===== src/rtl/gpio_port_pkg.sv =====
package gpio_port_pkg;
  localparam int unsigned ADDR_W = 3;

  localparam logic [ADDR_W-1:0] A_PORT = 3'd0;
  localparam logic [ADDR_W-1:0] A_LAT  = 3'd1;
  localparam logic [ADDR_W-1:0] A_DIR  = 3'd2;
  localparam logic [ADDR_W-1:0] A_ANA  = 3'd3;

  // Sampled pin view with analog-selected pins forced low
  function automatic logic [15:0] masked_view(input logic [15:0] samp,
                                              input logic [15:0] ana);
    return samp & ~ana;
  endfunction

  // Pad enable for one pin: direction 0 means drive, unless a peripheral owns it
  function automatic logic pin_oe(input logic own, input logic dir_bit,
                                  input logic per_oe);
    return own ? per_oe : ~dir_bit;
  endfunction
endpackage


===== src/rtl/gpio_port_regs.sv =====
module gpio_port_regs
  import gpio_port_pkg::*;
#(
  parameter int unsigned WIDTH = 16
) (
  input  logic              clk,
  input  logic              rst_n,
  input  logic              wr_en,
  input  logic [ADDR_W-1:0] addr,
  input  logic [WIDTH-1:0]  wr_data,
  output logic [WIDTH-1:0]  latch_q,
  output logic [WIDTH-1:0]  dir_q,
  output logic [WIDTH-1:0]  ana_q
);
  logic wr_lat, wr_dir, wr_ana;

  assign wr_lat = wr_en && (addr == A_PORT || addr == A_LAT);
  assign wr_dir = wr_en && (addr == A_DIR);
  assign wr_ana = wr_en && (addr == A_ANA);

  always_ff @(posedge clk or negedge rst_n) begin
    if (!rst_n) begin
      latch_q <= '0;
      dir_q   <= '1;
      ana_q   <= '0;
    end else begin
      if (wr_lat) latch_q <= wr_data;
      if (wr_dir) dir_q   <= wr_data;
      if (wr_ana) ana_q   <= wr_data;
    end
  end
endmodule


===== src/rtl/gpio_in_sample.sv =====
module gpio_in_sample #(
  parameter int unsigned WIDTH = 16
) (
  input  logic             clk,
  input  logic [WIDTH-1:0] pin_in,
  output logic [WIDTH-1:0] samp_q
);
  // Free-running capture; no reset so the sample always trails the pins by one edge
  always_ff @(posedge clk) begin
    samp_q <= pin_in;
  end
endmodule


===== src/rtl/gpio_pin_mux.sv =====
module gpio_pin_mux
  import gpio_port_pkg::*;
#(
  parameter int unsigned WIDTH = 16
) (
  input  logic [WIDTH-1:0] latch_q,
  input  logic [WIDTH-1:0] dir_q,
  input  logic [WIDTH-1:0] periph_en,
  input  logic [WIDTH-1:0] periph_out,
  input  logic [WIDTH-1:0] periph_oe,
  output logic [WIDTH-1:0] pad_out,
  output logic [WIDTH-1:0] pad_oe
);
  for (genvar i = 0; i < WIDTH; i++) begin : g_pin
    always_comb begin
      pad_out[i] = periph_en[i] ? periph_out[i] : latch_q[i];
      pad_oe[i]  = pin_oe(periph_en[i], dir_q[i], periph_oe[i]);
    end
  end
endmodule


===== src/rtl/gpio_shared_port.sv =====
module gpio_shared_port
  import gpio_port_pkg::*;
#(
  parameter int unsigned WIDTH = 16
) (
  input  logic              clk,
  input  logic              rst_n,
  input  logic              wr_en,
  input  logic [ADDR_W-1:0] addr,
  input  logic [WIDTH-1:0]  wr_data,
  output logic [WIDTH-1:0]  rd_data,
  input  logic [WIDTH-1:0]  pin_in,
  output logic [WIDTH-1:0]  pad_out,
  output logic [WIDTH-1:0]  pad_oe,
  input  logic [WIDTH-1:0]  periph_en,
  input  logic [WIDTH-1:0]  periph_out,
  input  logic [WIDTH-1:0]  periph_oe,
  output logic [WIDTH-1:0]  periph_in
);
  logic [WIDTH-1:0] latch_q;
  logic [WIDTH-1:0] dir_q;
  logic [WIDTH-1:0] ana_q;
  logic [WIDTH-1:0] samp_q;
  logic [WIDTH-1:0] port_view;

  gpio_port_regs #(.WIDTH(WIDTH)) u_regs (
    .clk(clk), .rst_n(rst_n), .wr_en(wr_en), .addr(addr), .wr_data(wr_data),
    .latch_q(latch_q), .dir_q(dir_q), .ana_q(ana_q)
  );

  gpio_in_sample #(.WIDTH(WIDTH)) u_samp (
    .clk(clk), .pin_in(pin_in), .samp_q(samp_q)
  );

  gpio_pin_mux #(.WIDTH(WIDTH)) u_mux (
    .latch_q(latch_q), .dir_q(dir_q), .periph_en(periph_en),
    .periph_out(periph_out), .periph_oe(periph_oe),
    .pad_out(pad_out), .pad_oe(pad_oe)
  );

  assign periph_in = pin_in;

  for (genvar i = 0; i < WIDTH; i++) begin : g_view
    assign port_view[i] = samp_q[i] & ~ana_q[i];
  end

  always_comb begin
    unique case (addr)
      A_PORT:  rd_data = port_view;
      A_LAT:   rd_data = latch_q;
      A_DIR:   rd_data = dir_q;
      A_ANA:   rd_data = ana_q;
      default: rd_data = '0;
    endcase
  end
endmodule


===== config.mk =====
export PLATFORM = sky130hd
export DESIGN_NAME = gpio_shared_port
export DESIGN_NICKNAME = d
export VERILOG_FILES = /design/src/rtl/gpio_port_pkg.sv /design/src/rtl/gpio_port_regs.sv /design/src/rtl/gpio_in_sample.sv /design/src/rtl/gpio_pin_mux.sv /design/src/rtl/gpio_shared_port.sv
export SDC_FILE = /design/constraint.sdc
export NUM_CORES = 1
export LEC_CHECK = 0
export BUFFER_PORTS_ARGS = -buffer_cell sky130_fd_sc_hd__buf_2
export CELL_PAD_IN_SITES_DETAIL_PLACEMENT = 0
export CELL_PAD_IN_SITES_GLOBAL_PLACEMENT = 1
export CORE_MARGIN = 5
export CORE_UTILIZATION = 36
export CTS_CLUSTER_DIAMETER = 50
export CTS_CLUSTER_SIZE = 12
export DETAILED_ROUTE_END_ITERATION = 12
export PLACE_DENSITY_LB_ADDON = 0.1
export SYNTH_ARGS = -nofsm -noshare
export SYNTH_HDL_FRONTEND = slang
export SYNTH_SLANG_ARGS = --single-unit

===== constraint.sdc =====
create_clock -name clk -period 1.6 [get_ports clk]
set_clock_uncertainty 0.15 [all_clocks]
set_input_delay 0.32 -clock clk [delete_from_list [all_inputs] [get_ports clk]]
set_output_delay 0.32 -clock clk [all_outputs]
set_load 0.1 [all_outputs]

== Word-level counts from Yosys, hierarchy flattened ==
Index checks and enable logic that the tools add are counted.

* Register bits: 64
* Latch bits: 0
* Memory bits (writable): 0
* ROM bits: 0
* Output and inout port bits: 64
* Memories: 0

* Add/subtract/negate cells: 0
* $mul: 0
* Divide/modulo/power cells: 0
* Magnitude comparators: 0
* Eq/ne operators: 3
* Shift operators: 0
* Muxes and demuxes: 33
* Bitwise operators: 48
* Reduce and logical (&&, ||, !) cells: 5

{| class="wikitable"
|+ Operators by type and width
! operator !! count
|-
| $pmux W16 S4 || 1
|-
| $mux W1 || 32
|-
| $not A1 Y1 || 32
|-
| $and A1 B1 Y1 || 16
|-
| $eq A3 B2 Y1 const B || 2
|-
| $eq A3 B1 Y1 const B || 1
|-
| $logic_and A1 B1 Y1 || 3
|-
| $logic_not A3 Y1 || 1
|-
| $logic_or A1 B1 Y1 || 1
|}

== Longest topological paths before layout ==
Gate-level depths: netlist of the first run.

* Depth in word-level cells: 3
* Mapped depth: 5
* Gate-level depth less buffers: 2

== Cells and area by module ==
From an unflattened synthesis of the first run, not the netlist that was laid out.

* Cells, all modules: 256
* Area, all modules: 3379.5 um2

{| class="wikitable"
|+ Modules (own cells, without submodules)
! module !! instances !! cells each !! area an instance (um2) !! seq. area each (um2)
|-
| gpio_port_regs || 1 || 103 || 1911.8 || 1221.2
|-
| gpio_shared_port || 1 || 89 || 762.0 || 0.0
|-
| gpio_pin_mux || 1 || 48 || 385.4 || 0.0
|-
| gpio_in_sample || 1 || 16 || 320.3 || 320.3
|}

== Worst setup path after synthesis of the first run ==
OpenSTA, ideal clock, no wires.

* Path type: in2out
* Start point: input addr[0]
* End point: output rd_data[4]
* Arrival: 3.184 ns
* Required time: 1.130 ns
* Slack: -2.054 ns
* Stages: 3
* Path through: buf_4 -> or3b_1 -> a221oi_1

* Word-level cells in the longest chain between the ends: 2
* Elaborated cells on any way between the ends: 5
* Those cells by class: eq/ne: 3; mux: 1; reduce/logical: 1

{| class="wikitable"
|+ Ends and longest elaborated chain
! item !! line !! RTL
|-
| from (decl) || gpio_shared_port.sv:9 || <nowiki>input logic [ADDR_W-1:0] addr,</nowiki>
|-
| $eq A3 B2 Y1, or another cell as far along || gpio_shared_port.sv:48 || <nowiki>unique case (addr)</nowiki>
|-
| $pmux W16 S4 (*) || gpio_shared_port.sv:48 ||
|-
| to (decl) || gpio_shared_port.sv:11 || <nowiki>output logic [WIDTH-1:0] rd_data,</nowiki>
|}

Every way passes the cells marked *; elsewhere a longest branch is shown, timed or not.

== Worst setup path in the final report of the first run ==
* Start point: register u_regs.ana_q[4]
* End point: output rd_data[4]

* Word-level cells in the longest chain between the ends: 3

{| class="wikitable"
|+ Ends and longest elaborated chain
! item !! line !! RTL
|-
| from (decl) || gpio_port_regs.sv:13 || <nowiki>output logic [WIDTH-1:0] ana_q</nowiki>
|-
| from (signal assigned) || gpio_port_regs.sv:29 || <nowiki>if (wr_ana) ana_q <= wr_data;</nowiki>
|-
| $not A1 Y1 || gpio_shared_port.sv:44 || <nowiki>assign port_view[i] = samp_q[i] & ~ana_q[i];</nowiki>
|-
| $and A1 B1 Y1 || gpio_shared_port.sv:44 ||
|-
| $pmux W16 S4 (*) || gpio_shared_port.sv:48 ||
|}

Marks and branches as above.

==> key figures, run 1 <==
Outcome
  • Run status: finished with violations
  • Failing checks: setup timing

Global route
  • Antenna violations before repair: 0
  • Number of global-route vias before repair: 3334
  • First-pass GRT wire length: ~16000 um
  • Grt ovf: 0
  • Largest net degree at the start of global routing: 49
  • GRT Overall Usage: 18.2%

Flow run
  • Max_cap viols: 0

Placed design
  • IO buf count: 149
  • Placed Area: between 5000 and 6000 um^2
  • HPWL after detailed placement: approximately 7400 um
  • Global placement routability congestion: 0.764

Power
  • Sw Ratio: about 39%
  • VDD IR max: approximately 630 uV
  • P per Cell Area: between 1000 and 1500 nW/um^2
  • Net Sw Power: a little under 3 mW
  • Clock share of power: 23.0%
  • Pwr Total: approximately 7.7 mW
  • Internal: 4.72 mW
  • Logic pwr share: about half
  • Register share of total power: around 28%
  • Leak pwr: roughly 2.9 nW

Setup path
  • Cell depth of the worst flop-to-flop path: 3
  • Crit start category: flop
  • Arr. time, crit path: roughly 1.7 ns
  • Critical path class: flop to primary output
  • Element type at the critical path end: primary output
  • CP Data Required Time: 1.13 ns
  • Crit Path Max Fanout: 3

Timing
  • Fmax: 0.472 GHz
  • Slew Limit Fails: 0
  • Relative slew slack: 78.4%
  • Fin crit share: 133%
  • Final Critical Period: around 2.1 ns
  • Fin. Hold Viols: 0
  • Final setup violating endpoints: 48
  • Fin worst setup slack: -0.521 ns
  • Unrepaired setup endpoints after global routing: true
  • Worst slew pin tran: ~0.31 ns

Worst hold path
  • Worst Hold Class: input port to flop
  • Hold path cells: 2

Clock tree
  • Clock-pin slew on the worst setup and hold paths: ~0.070 ns
  • Clock tree from TritonCTS: yes
  • CTS sink count: 64
  • CTS Buf Count: 9
  • CTS Buffer Depth: 2
  • Clock root buffer: clkbuf_8
  • H-tree depth: 3
  • Clock Latency Late Sink: about 0.34 ns

Synth
  • Xor/xnor share of the synthesized area: 0%
  • Syn nets: approximately 340
  • Mapped Cells: around 260
  • Synthesized cell area: 3260 um^2
  • Synth Area in Simple Gates: roughly 7.8%
  • Largest family of logic cells by synthesized area: multiplexers
  • Dominant cell type by area after synthesis: dfrtp_1
  • Yosys warns: 0
  • Mux contribution to synthesized area: between 20% and 30%
  • Seq/Total Area, Yosys: 47.3%
  • Synth top area cells: dfrtp_1 25%, dfstp_2 13%, mux2_2 12%, mux2_1 10%, dfxtp_1 9.8%
  • Number of synthesized register bits: between 60 and 70
  • Synthesized area per cell: ~13 um^2
  • Post-synth top area share: 24.6%
  • Complex-gate fraction of the synthesized area: between 10% and 20%
  • Yosys cell types: 21
  • Adder-cell share of the synthesized area: 0%

Detailed routing
  • Violation count after the first detailed-route iteration: 53
  • Routed len/inst: 16.6 um
  • Vias per cell: about 4.9
  • Routed Antenna Nets: 0
  • Aggregate routed wire length: approximately 9700 um
  • Via count: around 2900
  • DRT Pass-1 Iters: 4
  • DRC Markers: 0

Finish
  • Ant. Diodes: 0
  • Share of cells above drive strength 1: a little over two thirds
  • Fillers: roughly 590
  • Nets@finish: approximately 560
  • Layout overhead on the synthesized area: 99.2%
  • Post-route design area: ~6500 um^2

Die
  • Starting Density: between 30% and 40%
  • # IOs: 150
  • Die height: 105 um
  • Core area: approximately 9000 um^2
  • Die width: 105 um
  • Die footprint: around 11000 um^2
  • Rows: 34
## layer usage
metal  GRT usage, %  vias up  share of wire (%)
met3           5.36        9                6.3
met1           21.2     1399                 39
met5              0        -                  0
met4           4.66        0                1.1
met2           32.5       91                 53
li1               -     1380                  -
## worst max-delay path, cell delays in order, from the launching register on
cell,delay (ns)
dfrtp_1,0.40
or3b_4,0.39
a221oi_4,0.31
buf_12,0.21
## power by group through the flow
stage / registers [mW] / clock network (mW) / logic [mW]
2_1_floorplan: 2.17 / 0 / 2.23
3_3_place_gp: 2.15 / 0 / 3.54
3_5_place_dp: 2.16 / 0 / 3.60
4_1_cts: 2.15 / 1.80 / 3.81
5_1_grt: 2.18 / 1.89 / 3.94
6_report: 2.15 / 1.77 / 3.77
## cell type report
| cell class | instances | area (um^2) | share of cell area (%) |
|---|---|---|---|
| flip-flops and latches | 64 | 1540 | 23.8 |
| repair buffers | 235 | 2550 | 39.3 |
| clock buffers | 11 | 151 | 2.33 |
| well taps | 108 | 135 | 2.08 |
| clock inverters | 5 | 103 | 1.58 |
| multi-input cells | 163 | 2010 | 31.0 |
## flip-flops by register name (all words and copies together), names as in the netlist
signal          cells
u_regs.dir_q       16
u_regs.latch_q     16
u_samp.samp_q      16
u_regs.ana_q       16
## layout by cell type (no fill, tap or decap), drive strengths merged
| master | n |
|---|---|
| mux2 | 64 |
| a21oi | 16 |
| or3b | 16 |
| o21ai | 16 |
| nor4bb | 1 |
| clkinvlp | 1 |
| dfxtp | 16 |
| clkbuf | 11 |
| nand2 | 16 |
| a221oi | 16 |
| nand4b | 1 |
| dfrtp | 32 |
| clkinv | 1 |
| buf | 218 |
| dfstp | 16 |
| bufinv | 3 |
| mux2i | 16 |
| dlygate4sd3 | 17 |
| nor3b | 1 |
## path summary, 6_finish.rpt
path                                                 from                             end  slack, ns
max in group asynchronous                           rst_n     u_regs.dir_q[0]$_DFFE_PN1P_       0.67
setup reg to reg             u_regs.dir_q[13]$_DFFE_PN1P_    u_regs.dir_q[13]$_DFFE_PN1P_       0.49
setup / recovery              u_regs.ana_q[4]$_DFFE_PN0P_                      rd_data[4]      -0.52
hold reg to reg            u_regs.latch_q[12]$_DFFE_PN0P_  u_regs.latch_q[12]$_DFFE_PN0P_       0.37
hold / removal                                wr_data[11]    u_regs.ana_q[11]$_DFFE_PN0P_       0.07
min in group asynchronous                           rst_n   u_regs.latch_q[5]$_DFFE_PN0P_       0.33
## through the flow
step                std cells  hold slack [ns]  util (%)  setup TNS [ns]  worst slack (ns)
finish                    586           0.0689      74.0          -10.55            -0.521
global route              586           0.0604      74.0          -12.85            -0.589
CTS                       586           0.0546      74.0          -11.49            -0.545
detailed placement        544            0.183      67.0          -10.94            -0.438
global placement          544            0.170      67.0          -10.09            -0.414
floorplan                 258           -0.126         -           -9.72            -0.649
## what timing repair did
item | in CTS | in global routing
hold endpoints to repair | 48 | 0
setup endpoints to repair | 48 | 48
setup buffers | 9 | 4
pin swaps | 40 | 7
hold buffers | 17 | 0
gates resized for setup | 33 | 4
## cells by family after synthesis
| logic type | after synthesis |
|---|---|
| flip-flops | 64 |
| multiplexers | 80 |
| AO/OA/AOI/OAI | 48 |
| AND/OR/NAND/NOR | 35 |
| buffers and inverters | 31 |
## synthesized netlist by cell type (all sizes together)
library cell / instances
a21oi: 16
a221oi: 16
buf: 27
clkbuf: 4
dfrtp: 32
dfstp: 16
dfxtp: 16
mux2: 64
mux2i: 16
nand2: 16
nand4b: 1
nor3b: 1
nor4bb: 1
o21ai: 16
or3b: 16
No activity file was read; power rests on OpenSTA's default activity.
==> inputs of run 2 (changes only) <==
- PLACE_DENSITY: not set -> 0.91
- PLACE_DENSITY_LB_ADDON: 0.1 -> not set
==> run 2 against run 1 <==
Against the previous run: the run still ends with setup timing left; highest routed layer unchanged; clock power is 20% lower; register-to-register slack got worse by 0.22 ns; critical endpoint is now rd_data[10]; via count rose by 3.3%; cell count up 0.34%.
==> key figures, run 2 (synthesis gave the netlist of run 1 again) <==
Clock tree
  • CTS Buf Count: 9 (unchanged)
  • Clock-pin slew on the worst setup and hold paths: 0.08 ns (about the same)
  • CTS sink count: 64 (unchanged)
  • CTS Buffer Depth: 2 (unchanged)
  • H-tree depth: 3 (unchanged)
  • Clock root buffer: clkbuf_8
  • Clock tree from TritonCTS: yes
  • Clock Latency Late Sink: 0.33 ns (about the same)

Timing
  • Final Critical Period: 2.12 ns (+0.00382 ns)
  • Final hold slack: 0.0763 ns (+0.00741 ns)
  • Slew Limit Fails: 0 (unchanged)
  • Fmax: 0.471 GHz (-0.18%)
  • Worst slew pin tran: 0.360 ns (+0.0446 ns)
  • Final setup violating endpoints: 48 (unchanged)
  • Unrepaired setup endpoints after global routing: true
  • Fin crit share: 133% (+0.24 points)
  • Relative slew slack: 75.3% (-3.1 points)
  • Fin worst setup slack: -0.524 ns (-0.00382 ns)
  • Fin. Hold Viols: 0 (unchanged)
  • Setup TNS Final: -10.21 ns (+0.338 ns)

Global route
  • Antenna violations before repair: 0 (unchanged)
  • GRT Overall Usage: 19.7% (+1.5 points)
  • Number of global-route vias before repair: 3469 (+4.0%)
  • First-pass GRT wire length: 17500 um (+7.3%)
  • Grt ovf: 0 (unchanged)
  • Largest net degree at the start of global routing: 49 (unchanged)

Detailed routing
  • DRC Markers: 0 (unchanged)
  • Via count: 2974 (+3.3%)
  • Vias per cell: 5.06 (+2.9%)
  • Violation count after the first detailed-route iteration: 63 (+19%)
  • Aggregate routed wire length: 10800 um (+11%)
  • Routed Antenna Nets: 0 (unchanged)
  • DRT Pass-1 Iters: 6 (+2)
  • Routed len/inst: 18.4 um (+11%)

Power
  • Leak pwr: 2.93 nW (-0.15%)
  • P per Cell Area: 1150 nW/um^2 (-3.1%)
  • Pwr Total: 7.43 mW (-3.4%)
  • VDD IR max: 635 uV (+0.46%)

Setup path
  • Critical path class: flop to primary output
  • Arr. time, crit path: 1.65 ns (about the same)
  • CP Data Required Time: 1.13 ns (about the same)
  • Crit Path Max Fanout: 2 (-1)
  • Element type at the critical path end: primary output
  • Crit start category: flop

Finish
  • Post-route design area: 6470 um^2 (-0.25%)
  • Commonest non-fill, non-tap cell in the layout: buf_2
  • Share of cells above drive strength 1: 70.2% (+0.12 points)
  • Most frequent cells in the layout: 85 x buf_2, 72 x buf_12, 45 x buf_4
  • Post-Route Utilization: 73.8% (-0.19 points)
  • Layout overhead on the synthesized area: 98.7%
  • Ant. Diodes: 0 (unchanged)
  • Post-route insts no fill: 588 (+0.34%)
  • Nets@finish: 561 (+0.36%)

Placed design
  • Placed Area: 5880 um^2 (+0.21%)
  • IO buf count: 149 (unchanged)
  • Global placement routability congestion: 0.772 (+1.1%)
  • Pre-CTS WS: -0.438 ns (-0.000232 ns)
  • HPWL after detailed placement: 8230 um (+11%)
  • Inst Count DP: 544 (unchanged)

Die
  • Starting Density: 37.2% (unchanged)
  • Core area: 8760 um^2 (unchanged)
  • Die footprint: 11000 um^2 (unchanged)
  • # IOs: 150 (unchanged)
  • Die width: 105 um (unchanged)
  • Rows: 34 (unchanged)
  • Die height: 105 um (unchanged)

Flow run
  • Max_cap viols: 0 (unchanged)

Outcome
  • Failing checks: setup timing
  • Run status: finished with violations

Worst hold path
  • Worst Hold Class: input port to flop
==> run 2: cell count changes in the layout (fill, tap and decap cells not counted) <==
cell,change
bufinv_16,-2
clkinvlp_4,+1
buf_6,+1
clkinv_2,+1
buf_12,+1
==> run 2: final timing paths <==
check | depth (start not counted) | end | start | slack [ns]
setup / recovery | 3 | rd_data[10] | u_regs.ana_q[10]$_DFFE_PN0P_ | -0.52
hold / removal | 2 | u_regs.latch_q[13]$_DFFE_PN0P_ | wr_data[13] | 0.08
setup reg to reg | 4 | u_regs.ana_q[10]$_DFFE_PN0P_ | u_regs.ana_q[10]$_DFFE_PN0P_ | 0.27
hold reg to reg | 1 | u_regs.latch_q[6]$_DFFE_PN0P_ | u_regs.latch_q[6]$_DFFE_PN0P_ | 0.37
max in group asynchronous | 3 | u_regs.dir_q[3]$_DFFE_PN1P_ | rst_n | 0.65
min in group asynchronous | 3 | u_regs.ana_q[13]$_DFFE_PN0P_ | rst_n | 0.35
==> run 2: power by group <==
| part | total (mW) | switching (mW) | internal (mW) |
|---|---|---|---|
| clock network | 1.42 | 0.618 | 0.799 |
| logic | 3.86 | 2.17 | 1.69 |
| registers | 2.15 | 0.195 | 1.96 |
| total | 7.43 | 2.98 | 4.44 |
==> run 2: cell type report <==
type                            count  area [um^2]
Clock buffer                       11          151
Clock inverter                      5         55.1
Fill cell                         543         2290
Multi-Input combinational cell    163         2010
Sequential cell                    64         1540
Tap cell                          108          135
Timing Repair Buffer              237         2580
==> run 2: per-layer routing <==
| layer | share of wire, % | vias to the layer above | global-route usage [%] |
|---|---|---|---|
| met2 | 56 | 115 | 37.0 |
| met5 | 0 | - | 0 |
| met3 | 5.7 | 13 | 5.30 |
| met4 | 1.2 | 0 | 6.39 |
| li1 | - | 1377 | - |
| met1 | 38 | 1469 | 21.1 |
==> run 2: what timing repair did <==
action | CTS | global route
endpoints found under the setup margin | 48 | 49
endpoints found under the hold margin | 47 | 1
pin swaps | 37 | 12
setup buffers | 7 | 11
hold buffers | 16 | 1
gates resized for setup | 33 | 7
==> run 2: critical path, stage by stage (launching register included) <==
cell and delay, ns:
dfrtp_1 0.39, or3b_4 0.39, a221oi_4 0.33, buf_12 0.21
==> inputs of run 3 (changes only) <==
--- a/config.mk
+++ b/config.mk
@@ -6,4 +6,5 @@
 export NUM_CORES = 1
 export LEC_CHECK = 0
+export ABC_CLOCK_PERIOD_IN_PS = 1600
 export BUFFER_PORTS_ARGS = -buffer_cell sky130_fd_sc_hd__buf_2
 export CELL_PAD_IN_SITES_DETAIL_PLACEMENT = 0
--- a/constraint.sdc
+++ b/constraint.sdc
@@ -3,3 +3,3 @@
 set_input_delay 0.32 -clock clk [delete_from_list [all_inputs] [get_ports clk]]
 set_output_delay 0.32 -clock clk [all_outputs]
-set_load 0.1 [all_outputs]
+set_load 0.02 [all_outputs]
==> run 3 against run 2 <==
Against the previous run: the run still ends with setup timing left; clock power is 11% higher; maximum frequency is 5.1% higher; utilization is 12 points lower; die area stayed put; via count is 6.1% lower; sequential share of layout area is 4.8 points higher; sequential power hardly changed; total power is 24% lower; setup slack better by 0.10 ns; routed wire length is 14% lower; cell count is 3.7% lower; critical path depth stayed put; largest cell class is now multi-input combinational cells.
==> key figures, run 3 (synthesis gave the netlist of run 1 again) <==
Outcome
  • Run status: finished with violations
  • Failing checks: setup timing

Setup path
  • Element type at the critical path end: primary output
  • Worst R2R Start: u_regs.ana_q[11]$_DFFE_PN0P_
  • Slowest CP cell: dfrtp_1
  • Crit Path Max Fanout: 2 (unchanged)
  • Crit start category: flop
  • Cell depth of the worst flop-to-flop path: 3 (-1)
  • Worst path cell trace: or3b_4 -> a221oi_4 -> buf_6
  • Worst setup startpoint: u_regs.ana_q[14]$_DFFE_PN0P_
  • Arr. time, crit path: 1.55 ns (-0.10 ns)
  • Reg2reg end: u_regs.ana_q[11]$_DFFE_PN0P_
  • CP Data Required Time: 1.13 ns (about the same)
  • Reg2reg setup slack: 0.41 ns (+0.14 ns)
  • Critical path class: flop to primary output
  • Slowest stage delay, CP: 0.38 ns (about the same)

Die
  • Die footprint: 11000 um^2 (unchanged)
  • Die height: 105 um (unchanged)
  • Rows: 34 (unchanged)
  • Die width: 105 um (unchanged)
  • Core area: 8760 um^2 (unchanged)
  • # IOs: 150 (unchanged)
  • Starting Density: 37.2% (unchanged)

Timing
  • Fin worst setup slack: -0.420 ns (+0.104 ns)
  • Fmax: 0.495 GHz (+5.1%)
  • Setup TNS Final: -6.80 ns (+3.41 ns)
  • Fin crit share: 126% (-6.5 points)
  • Final hold slack: 0.0731 ns (-0.00319 ns)
  • Slew Limit Fails: 0 (unchanged)
  • Relative slew slack: 78.8% (+3.4 points)
  • Worst slew pin tran: 0.309 ns (-0.0503 ns)
  • Unrepaired setup endpoints after global routing: true
  • Final setup violating endpoints: 33 (-31%)
  • Final Critical Period: 2.02 ns (-0.104 ns)
  • Fin. Hold Viols: 0 (unchanged)

Placed design
  • HPWL after detailed placement: 6910 um (-16%)
  • IO buf count: 149 (unchanged)
  • Global placement routability congestion: 0.762 (-1.3%)

Detailed routing
  • Via count: 2794 (-6.1%)
  • Routed Antenna Nets: 0 (unchanged)
  • DRT Pass-1 Iters: 4 (-2)
  • Violation count after the first detailed-route iteration: 55 (-13%)
  • DRC Markers: 0 (unchanged)
  • Vias per cell: 4.94 (-2.4%)
  • Routed len/inst: 16.3 um (-11%)
  • Aggregate routed wire length: 9240 um (-14%)

Clock tree
  • H-tree depth: 3 (unchanged)
  • Clock root buffer: clkbuf_8
  • Clock tree from TritonCTS: yes
  • Clock-pin slew on the worst setup and hold paths: 0.08 ns (about the same)
  • CTS sink count: 64 (unchanged)
  • Clock Latency Late Sink: 0.33 ns (about the same)
  • CTS Buffer Depth: 2 (unchanged)
  • CTS Buf Count: 9 (unchanged)

Power
  • P per Cell Area: 1040 nW/um^2 (-9.1%)
  • Leak pwr: 2.49 nW (-15%)
  • Pwr Total: 5.62 mW (-24%)
  • VDD IR max: 535 uV (-16%)

Finish
  • Share of cells above drive strength 1: 67.2% (-3.0 points)
  • Most frequent cells in the layout: 100 x buf_2, 48 x buf_4, 44 x buf_6
  • Commonest non-fill, non-tap cell in the layout: buf_2
  • Ant. Diodes: 0 (unchanged)
  • Nets@finish: 539 (-3.9%)
  • Layout overhead on the synthesized area: 65.3%

Global route
  • Number of global-route vias before repair: 2973 (-14%)
  • First-pass GRT wire length: 14800 um (-16%)
  • Antenna violations before repair: 0 (unchanged)
  • GRT Overall Usage: 16.4% (-3.3 points)
  • Largest net degree at the start of global routing: 49 (unchanged)
  • Grt ovf: 0 (unchanged)

Worst hold path
  • Hold Path Origin: wr_data[11]
  • Hold EP: u_regs.ana_q[11]$_DFFE_PN0P_
  • Worst Hold Class: input port to flop
  • Hold path cells: 2 (unchanged)

Flow run
  • Max_cap viols: 0 (unchanged)
## run 3: power breakdown
group / total (mW) / internal (mW) / switching, mW
registers: 2.15 / 1.96 / 0.195
clock network: 1.57 / 0.925 / 0.642
logic: 1.90 / 1.06 / 0.845
## run 3: final cells by class
cell class,instances,area [um^2]
Timing Repair Buffer,215,1650
Sequential cell,64,1540
Fill cell,706,3380
Clock buffer,10,138
Tap cell,108,135
Multi-Input combinational cell,163,1830
Clock inverter,6,91.3
## run 3: per-stage QoR
step	worst slack, ns	cells	area, um^2	utilization [%]
3_3_place_gp	-0.362	526	4580	52.3
4_1_cts	-0.447	567	5220	59.6
2_1_floorplan	-0.0836	258	3570	-
5_1_grt	-0.486	566	5390	61.5
6_report	-0.420	566	5390	61.5
3_5_place_dp	-0.386	526	4580	52.3
## run 3: how the worst max path moves through the flow
| stage | cells past startpoint | end |
|---|---|---|
| global route | 3 | rd_data[14] |
| detailed placement | 5 | rd_data[0] |
| global placement | 5 | rd_data[3] |
| CTS | 3 | rd_data[0] |
| floorplan | 3 | rd_data[0] |
| finish | 3 | rd_data[14] |
## run 3: worst max-delay path: cells and delay by family, from the launching register on
| family | cells | cell delay, ns |
|---|---|---|
| flops | 1 | 0.38 |
| simple gates | 1 | 0.38 |
| compound gates | 1 | 0.29 |
| buf+inv | 1 | 0.16 |
## run 3: per-layer routing
| metal | part of all wire (%) | vias to the layer above | track usage (%) |
|---|---|---|---|
| met3 | 6.5 | 8 | 4.25 |
| met4 | 1.0 | 0 | 4.38 |
| met2 | 55 | 93 | 30.8 |
| met1 | 38 | 1356 | 18.2 |
| met5 | 0 | - | 0 |
| li1 | - | 1337 | - |
## run 3: timing repair
item                                   4_1_cts  5_1_grt
setup buffers                                8        4
hold buffers                                17        0
endpoints found under the hold margin       48        0
pin swaps                                   32        5
resized for setup                           70       49
setup endpoints to repair                   45       67
